$ cat src/rtl/pcm_port_pkg.sv
package pcm_port_pkg;
  localparam int SAMPLE_W  = 8;
  localparam int BIT_IDX_W = $clog2(SAMPLE_W);
  localparam int N_PORTS   = 2;
  localparam int PORT_W    = $clog2(N_PORTS);
  typedef logic [SAMPLE_W-1:0] sample_t;
endpackage

$ cat src/rtl/pcm_slot_timer.sv
module pcm_slot_timer
  import pcm_port_pkg::*;
#(
  parameter int SLOTS = 32
) (
  input  logic                          clk,
  input  logic                          rst_n,
  input  logic                          fs,
  input  logic                          delayed,
  input  logic [$clog2(SLOTS)-1:0]      slot,
  input  logic                          en,
  output logic                          active,
  output logic [BIT_IDX_W-1:0]          bit_idx
);
  localparam int SLOT_W   = $clog2(SLOTS);
  localparam int POS_W    = SLOT_W + BIT_IDX_W;
  localparam int LAST_POS = SLOTS * SAMPLE_W - 1;

  logic              fs_q;
  logic              run;
  logic [POS_W-1:0]  pos;
  logic              fs_rise;
  logic [SLOT_W-1:0] target;

  assign fs_rise = fs & ~fs_q;

  always_ff @(posedge clk or negedge rst_n) begin
    if (!rst_n) begin
      fs_q <= 1'b0;
      run  <= 1'b0;
      pos  <= '0;
    end else begin
      fs_q <= fs;
      if (fs_rise) begin
        run <= 1'b1;
        pos <= '0;
      end else if (run) begin
        if (pos == POS_W'(LAST_POS)) begin
          run <= 1'b0;
        end else begin
          pos <= pos + 1'b1;
        end
      end
    end
  end

  assign target  = delayed ? slot : '0;
  assign active  = run && en && (pos[POS_W-1:BIT_IDX_W] == target);
  assign bit_idx = pos[BIT_IDX_W-1:0];
endmodule

$ cat src/rtl/pcm_tx_lane.sv
module pcm_tx_lane
  import pcm_port_pkg::*;
(
  input  logic                  clk,
  input  logic                  rst_n,
  input  logic                  active,
  input  logic [BIT_IDX_W-1:0]  bit_idx,
  input  logic [PORT_W-1:0]     port,
  input  sample_t               data,
  input  logic                  valid,
  output logic                  ready,
  output logic [N_PORTS-1:0]    ser_out,
  output logic [N_PORTS-1:0]    ser_oe,
  output logic [N_PORTS-1:0]    slot_act_n
);
  localparam logic [BIT_IDX_W-1:0] MSB_IDX = BIT_IDX_W'(SAMPLE_W - 1);

  sample_t hold;
  logic    full;
  logic    slot_end;
  logic    bit_val;

  assign ready    = ~full & ~active;
  assign slot_end = active && (bit_idx == MSB_IDX);

  always_ff @(posedge clk or negedge rst_n) begin
    if (!rst_n) begin
      full <= 1'b0;
      hold <= '0;
    end else if (slot_end) begin
      full <= 1'b0;
    end else if (valid && ready) begin
      full <= 1'b1;
      hold <= data;
    end
  end

  assign bit_val = full ? hold[MSB_IDX - bit_idx] : 1'b1;

  for (genvar p = 0; p < N_PORTS; p++) begin : g_port
    assign ser_oe[p]     = active && (port == PORT_W'(p));
    assign ser_out[p]    = ser_oe[p] & bit_val;
    assign slot_act_n[p] = ~ser_oe[p];
  end
endmodule

$ cat src/rtl/pcm_rx_lane.sv
module pcm_rx_lane
  import pcm_port_pkg::*;
(
  input  logic                  clk,
  input  logic                  rst_n,
  input  logic                  active,
  input  logic [BIT_IDX_W-1:0]  bit_idx,
  input  logic [PORT_W-1:0]     port,
  input  logic [N_PORTS-1:0]    din,
  output sample_t               data,
  output logic                  valid
);
  localparam logic [BIT_IDX_W-1:0] MSB_IDX = BIT_IDX_W'(SAMPLE_W - 1);

  sample_t shreg;
  logic    got_last;

  // capture half: falling edges, in the middle of each bit period
  always_ff @(negedge clk or negedge rst_n) begin
    if (!rst_n) begin
      shreg    <= '0;
      got_last <= 1'b0;
    end else begin
      if (active) begin
        shreg <= {shreg[SAMPLE_W-2:0], din[port]};
      end
      got_last <= active && (bit_idx == MSB_IDX);
    end
  end

  // hand-off half: rising edges
  always_ff @(posedge clk or negedge rst_n) begin
    if (!rst_n) begin
      valid <= 1'b0;
      data  <= '0;
    end else begin
      valid <= got_last;
      if (got_last) begin
        data <= shreg;
      end
    end
  end
endmodule

$ cat src/rtl/pcm_slot_port.sv
module pcm_slot_port
  import pcm_port_pkg::*;
#(
  parameter int SLOTS  = 32,
  parameter int SLOT_W = $clog2(SLOTS)
) (
  input  logic                 clk,
  input  logic                 rst_n,
  input  logic                 delayed_mode,
  input  logic                 tx_fs,
  input  logic [SLOT_W-1:0]    tx_slot,
  input  logic                 tx_port,
  input  logic                 tx_en,
  input  logic [7:0]           tx_data,
  input  logic                 tx_valid,
  output logic                 tx_ready,
  output logic [1:0]           ser_out,
  output logic [1:0]           ser_oe,
  output logic [1:0]           slot_act_n,
  input  logic                 rx_fs,
  input  logic [SLOT_W-1:0]    rx_slot,
  input  logic                 rx_port,
  input  logic                 rx_en,
  input  logic [1:0]           rx_din,
  output logic [7:0]           rx_data,
  output logic                 rx_valid
);
  logic                 tx_act;
  logic [BIT_IDX_W-1:0] tx_idx;
  logic                 rx_act;
  logic [BIT_IDX_W-1:0] rx_idx;

  pcm_slot_timer #(.SLOTS(SLOTS)) u_tx_timer (
    .clk(clk), .rst_n(rst_n), .fs(tx_fs), .delayed(delayed_mode),
    .slot(tx_slot), .en(tx_en), .active(tx_act), .bit_idx(tx_idx)
  );

  pcm_slot_timer #(.SLOTS(SLOTS)) u_rx_timer (
    .clk(clk), .rst_n(rst_n), .fs(rx_fs), .delayed(delayed_mode),
    .slot(rx_slot), .en(rx_en), .active(rx_act), .bit_idx(rx_idx)
  );

  pcm_tx_lane u_tx (
    .clk(clk), .rst_n(rst_n), .active(tx_act), .bit_idx(tx_idx),
    .port(tx_port), .data(tx_data), .valid(tx_valid), .ready(tx_ready),
    .ser_out(ser_out), .ser_oe(ser_oe), .slot_act_n(slot_act_n)
  );

  pcm_rx_lane u_rx (
    .clk(clk), .rst_n(rst_n), .active(rx_act), .bit_idx(rx_idx),
    .port(rx_port), .din(rx_din), .data(rx_data), .valid(rx_valid)
  );
endmodule

$ cat config.mk
export PLATFORM = sky130hd
export DESIGN_NAME = pcm_slot_port
export DESIGN_NICKNAME = d
export VERILOG_FILES = /design/src/rtl/pcm_port_pkg.sv /design/src/rtl/pcm_slot_timer.sv /design/src/rtl/pcm_tx_lane.sv /design/src/rtl/pcm_rx_lane.sv /design/src/rtl/pcm_slot_port.sv
export SDC_FILE = /design/constraint.sdc
export NUM_CORES = 1
export LEC_CHECK = 0
export ABC_CLOCK_PERIOD_IN_PS = 4300
export BUFFER_PORTS_ARGS = -buffer_cell sky130_fd_sc_hd__buf_4
export CAP_MARGIN = 20
export CORE_MARGIN = 2
export CORE_UTILIZATION = 30
export DETAILED_ROUTE_END_ITERATION = 7
export GPL_TIMING_DRIVEN = 0
export PLACE_DENSITY_LB_ADDON = 0.25
export SETUP_SLACK_MARGIN = 0.02
export SLEW_MARGIN = 10
export SYNTH_ARGS = -nofsm -noshare
export SYNTH_HDL_FRONTEND = slang
export SYNTH_SLANG_ARGS = --single-unit
$ cat constraint.sdc
create_clock -name clk -period 4.3 [get_ports clk]
set_input_delay 0.215 -clock clk [delete_from_list [all_inputs] [get_ports clk]]
set_output_delay 0.215 -clock clk [all_outputs]
set_load 0.01 [all_outputs]
Yosys cells after proc, flatten, opt, wreduce, memory -nomap -nowiden --
Cells that the tools add are included.
Storage, ports and cells: bits in registers 47, latch bits 0, bits in writable memories 0, bits in read-only memories 0, bits of input ports 30, memories 0
Operators by class: $add $sub $neg 3, multipliers 0, div/mod/pow operators 0, magnitude comparators 2, eq/ne operators 8, shift operators 0, multiplexer cells 21, bitwise logic cells 13, reduce and logical (&&, ||, !) cells 15
Operator list (count):
- 8-bit 2-to-1 mux | 6
- 8-bit by 1-bit adder with 8-bit output (second input constant) | 2
- 8-bit == test (second input constant) | 2
- 1-bit 2-to-1 mux | 12
- 5-bit == test | 2
- 5-bit 2-to-1 mux | 2
- 1-bit logical AND | 9
- 1-bit inverter | 8
- 3-bit == test (second input constant) | 2
- 2-bit AND reduction | 3
- 2-bit nonzero test | 3
- 1-bit bitwise AND | 5
- 3-bit by 4-bit < comparator with 1-bit output (second input constant) | 1
- 2-bit by 1-bit inequality test with 1-bit output (second input constant) | 2
- 1-bit binary-select mux with 3-bit select | 1
- 3-bit subtractor (first input constant) | 1
- 1-bit by 2-bit < comparator with 1-bit output (second input constant) | 1

Longest topological paths before layout --
depth after elaboration 8, gate-level depth with buffers 6, mapped depth without buffers 6

Modules after synthesis --
A second synthesis with hierarchy kept.
Second synthesis, totals: cells, all modules 225, area, all modules 2560.0 µm²
By module, submodules not included:
- pcm_slot_timer | instances 2, cells each 72, area each 663.1 µm²
- pcm_rx_lane | instances 1, cells each 39, area each 726.9 µm²
- pcm_tx_lane | instances 1, cells each 42, area each 506.7 µm²

==> impl_metrics.toml <==
[synthesis]
synth_edf_count = 0
netlist_area_um2 = 2300
yosysUniqueCellTypes = 42
synth_seq_cells = 47
synthSimpleGateAreaFrac_pct = 16.9
synth_compound_area_share_pct = 6.46
synth_mux_area_share_pct = 15.9
synth_seq_area_share_pct = 51.1
yosys_warnings = 0
ys.flop_type = "dfrtp_1"
postSynthCellCount = 195
synth_fa_ha_area_share_pct = 2.17
synthXorXnorAreaFrac_pct = 5.70
async_reset_ff_share_pct = 100
synth_area_per_cell_um2 = 11.8
synth_top_family_by_area = "simple AND/OR/NAND/NOR gates"
synth_fp_nets = 229

[critical_path]
crit_start = "u_rx_timer.pos[6]"
cp_data_required_time_ns = 2.29
crit_chain = "buf_6, xnor2_1, and3_1, o21ai_2, a2111oi_4, buf_4, mux2_2"
worst-endpoint-arrival_ns = 2.11
max_stage_delay_ns = 0.38
r2r_end = "u_rx.shreg[7]"
cp-endpoint = "u_rx.shreg[7]"
reg2reg_from = "u_rx_timer.pos[6]"
rrSetupSlack_ns = 0.18
criticalPathCategory = "flop to flop"
endpoint_kind = "flop"
worstSetupStartpointType = "flop"
worst_path_max_delay_cell = "dfrtp_1"
rr_worst_depth = 7
cp_max_fo = 9

[pwr]
p_leak_nw = 1.33
powerDensity_nw_per_um2 = 446
finalPower_mw = 1.29
ir_drop_mv = 0.234

[floorplanning]
row_count = 31
coreArea_um2 = 7330
start_util_pct = 31.4
io-pin-count = 46
dieWidth_um = 91.6
die_area_um2 = 8400
die-height_um = 91.6

[timing]
hold_viol = 0
rsz0062_at_grt = "no"
final_max_slew_viol_count = 0
relSlewSlack_pct = 53.5
setup_ws_ns = 0.179
finalClockSkew_ns = 0.0137
tns_ns = 0
final-setup-viol-count = 0
worstMarginPinSlew_ns = 0.692

[min_path]
timing.hold.worst.start = "rx_fs"
hold_path.class = "input port to flop"

[route]
wl_per_cell_um = 12.4
dr.pass1.iters = 5
drc = 0
final_antenna_net_count = 0
drtIter0Drc = 40
wirelength_um = 4330
vias = 1611
via_per_inst = 4.62

[layout]
synthToLayoutAreaGrowth_pct = 25.4
antenna_cells = 0
nNetsFinal = 283
postLayoutCoreUtil_pct = 39.4
drive_above_1_share_pct = 35.6
fin_cells = 349

[global_route]
grt_pass1_vias = 1543
overflow = 0
grt_max_degree = 48
grt_first_pass_wirelength_um = 7410
gr-usage-all-layers_pct = 11.1
antenna_found_initial = 0

[clocking]
cts_resized = 0
root_buffer = "clkbuf_8"
clk_path_buf_depth = 2
clkSinkCount = 47
cts_tree = "built"
clkLatencyLatePin_ns = 0.30
h-tree-depth = 2
numCtsBuffers = 5
path_clk_slew_ns = 0.09

[flow_run]
maxCapViolations = 0

[place]
io_buffers = 45
gp_congestion = 0.754
dp.cells = 339
dp_hpwl_um = 3110
pre_cts_ws_ns = 0.0186

[run_status]
outcome = "complete, no violations"
## flip-flops by register name (all words and copies together), names as in the netlist
name and cells:
u_rx.shreg 8, u_rx_timer.fs_q 1, u_rx.got_last 1, u_rx_timer.run 1, u_tx.full 1, u_rx_timer.pos 8, u_rx.valid 1, u_tx_timer.pos 8
u_tx_timer.run 1, u_rx.data 8, u_tx_timer.fs_q 1, u_tx.hold 8
## where the power goes
group,switching (mW),internal [mW]
clock network,0.141,0.174
logic,0.122,0.193
registers,0.0956,0.564
total,0.358,0.931
## Yosys cell counts, types with 4 or more instances
master / n / area (um^2)
nand4_1: 6 / 37.5
nand3_1: 8 / 40.0
ha_1: 4 / 50.1
and3_1: 8 / 50.1
nor2_1: 20 / 75.1
o21ai_0: 5 / 25.0
xnor2_1: 7 / 61.3
dfrtn_1: 9 / 225
dfrtp_1: 38 / 951
nor2b_1: 5 / 31.3
nand2_1: 10 / 37.5
nand2b_1: 4 / 25.0
mux2_2: 25 / 282
mux2i_1: 4 / 40.0
xor2_1: 8 / 70.1
## cell usage in the layout (no fill, tap or decap), drive strengths merged, types with 5 or more instances in the layout
master  synthesis  routed
and3            8       8
buf             4      50
clkbuf          1       8
dfrtn           9       9
dfrtp          38      38
mux2           25      25
nand2          10      10
nand3           8       8
nand4           6       6
nor2           20      20
nor2b           5       5
o21ai           7       7
xnor2           7       7
xor2            8       8
## cells by family after synthesis
| family | after synthesis |
|---|---|
| AOI/OAI and AO/OA | 18 |
| xor gates and xnor gates | 15 |
| adders and majority gates | 4 |
| buffers and inverters | 7 |
| DFF | 47 |
| muxes | 31 |
| and+or+nand+nor | 73 |
## timing repair
action,CTS,global route
endpoints found under the setup margin,8,0
setup buffers,1,0
hold endpoints to repair,38,0
hold buffers,1,0
## through the flow
stage	area, um^2	hold WS [ns]
6_report	2890	0.0268
5_1_grt	2890	0.00646
3_3_place_gp	2770	0.270
2_1_floorplan	2300	-0.0806
3_5_place_dp	2770	0.274
4_1_cts	2890	0.0109
## metal layers
layer / track usage (%) / vias up / part of all wire [%]
met1: 14.4 / 763 / 47
li1: - / 804 / -
met5: 0 / - / 0
met4: 4.17 / 0 / 1.6
met3: 3.29 / 7 / 5.6
met2: 17.5 / 37 / 46
## layout make-up
cell class	count	area (um^2)
sequential	47	1180
inverter	2	7.51
clock buffer	7	76.3
fill	717	4440
timing repair buffer	47	355
buffer	5	33.8
tap	99	124
clock inverter	1	30.0
multi-input combinational	141	1090
## worst max-delay path, delay by kind of cell (launching register included)
family	cells	cell delay [ns]
AND/OR/NAND/NOR	1	0.18
AO/OA/AOI/OAI	2	0.41
flip-flops	1	0.38
buffers and inverters	2	0.37
multiplexers	1	0.34
XOR/XNOR	1	0.13
## worst min path at each step
| stage | end | slack (ns) | depth (start not counted) |
|---|---|---|---|
| after global routing | u_rx_timer.fs_q | 0.006 | 1 |
| after global placement | u_tx.hold[1] | 0.27 | 1 |
| after detailed placement | u_tx.hold[1] | 0.27 | 1 |
| final | u_rx_timer.fs_q | 0.03 | 1 |
| after CTS | u_rx_timer.fs_q | 0.01 | 1 |
| after floorplan | u_rx.data[0] | -0.08 | 0 |
Power figures use the tool's default switching activity.
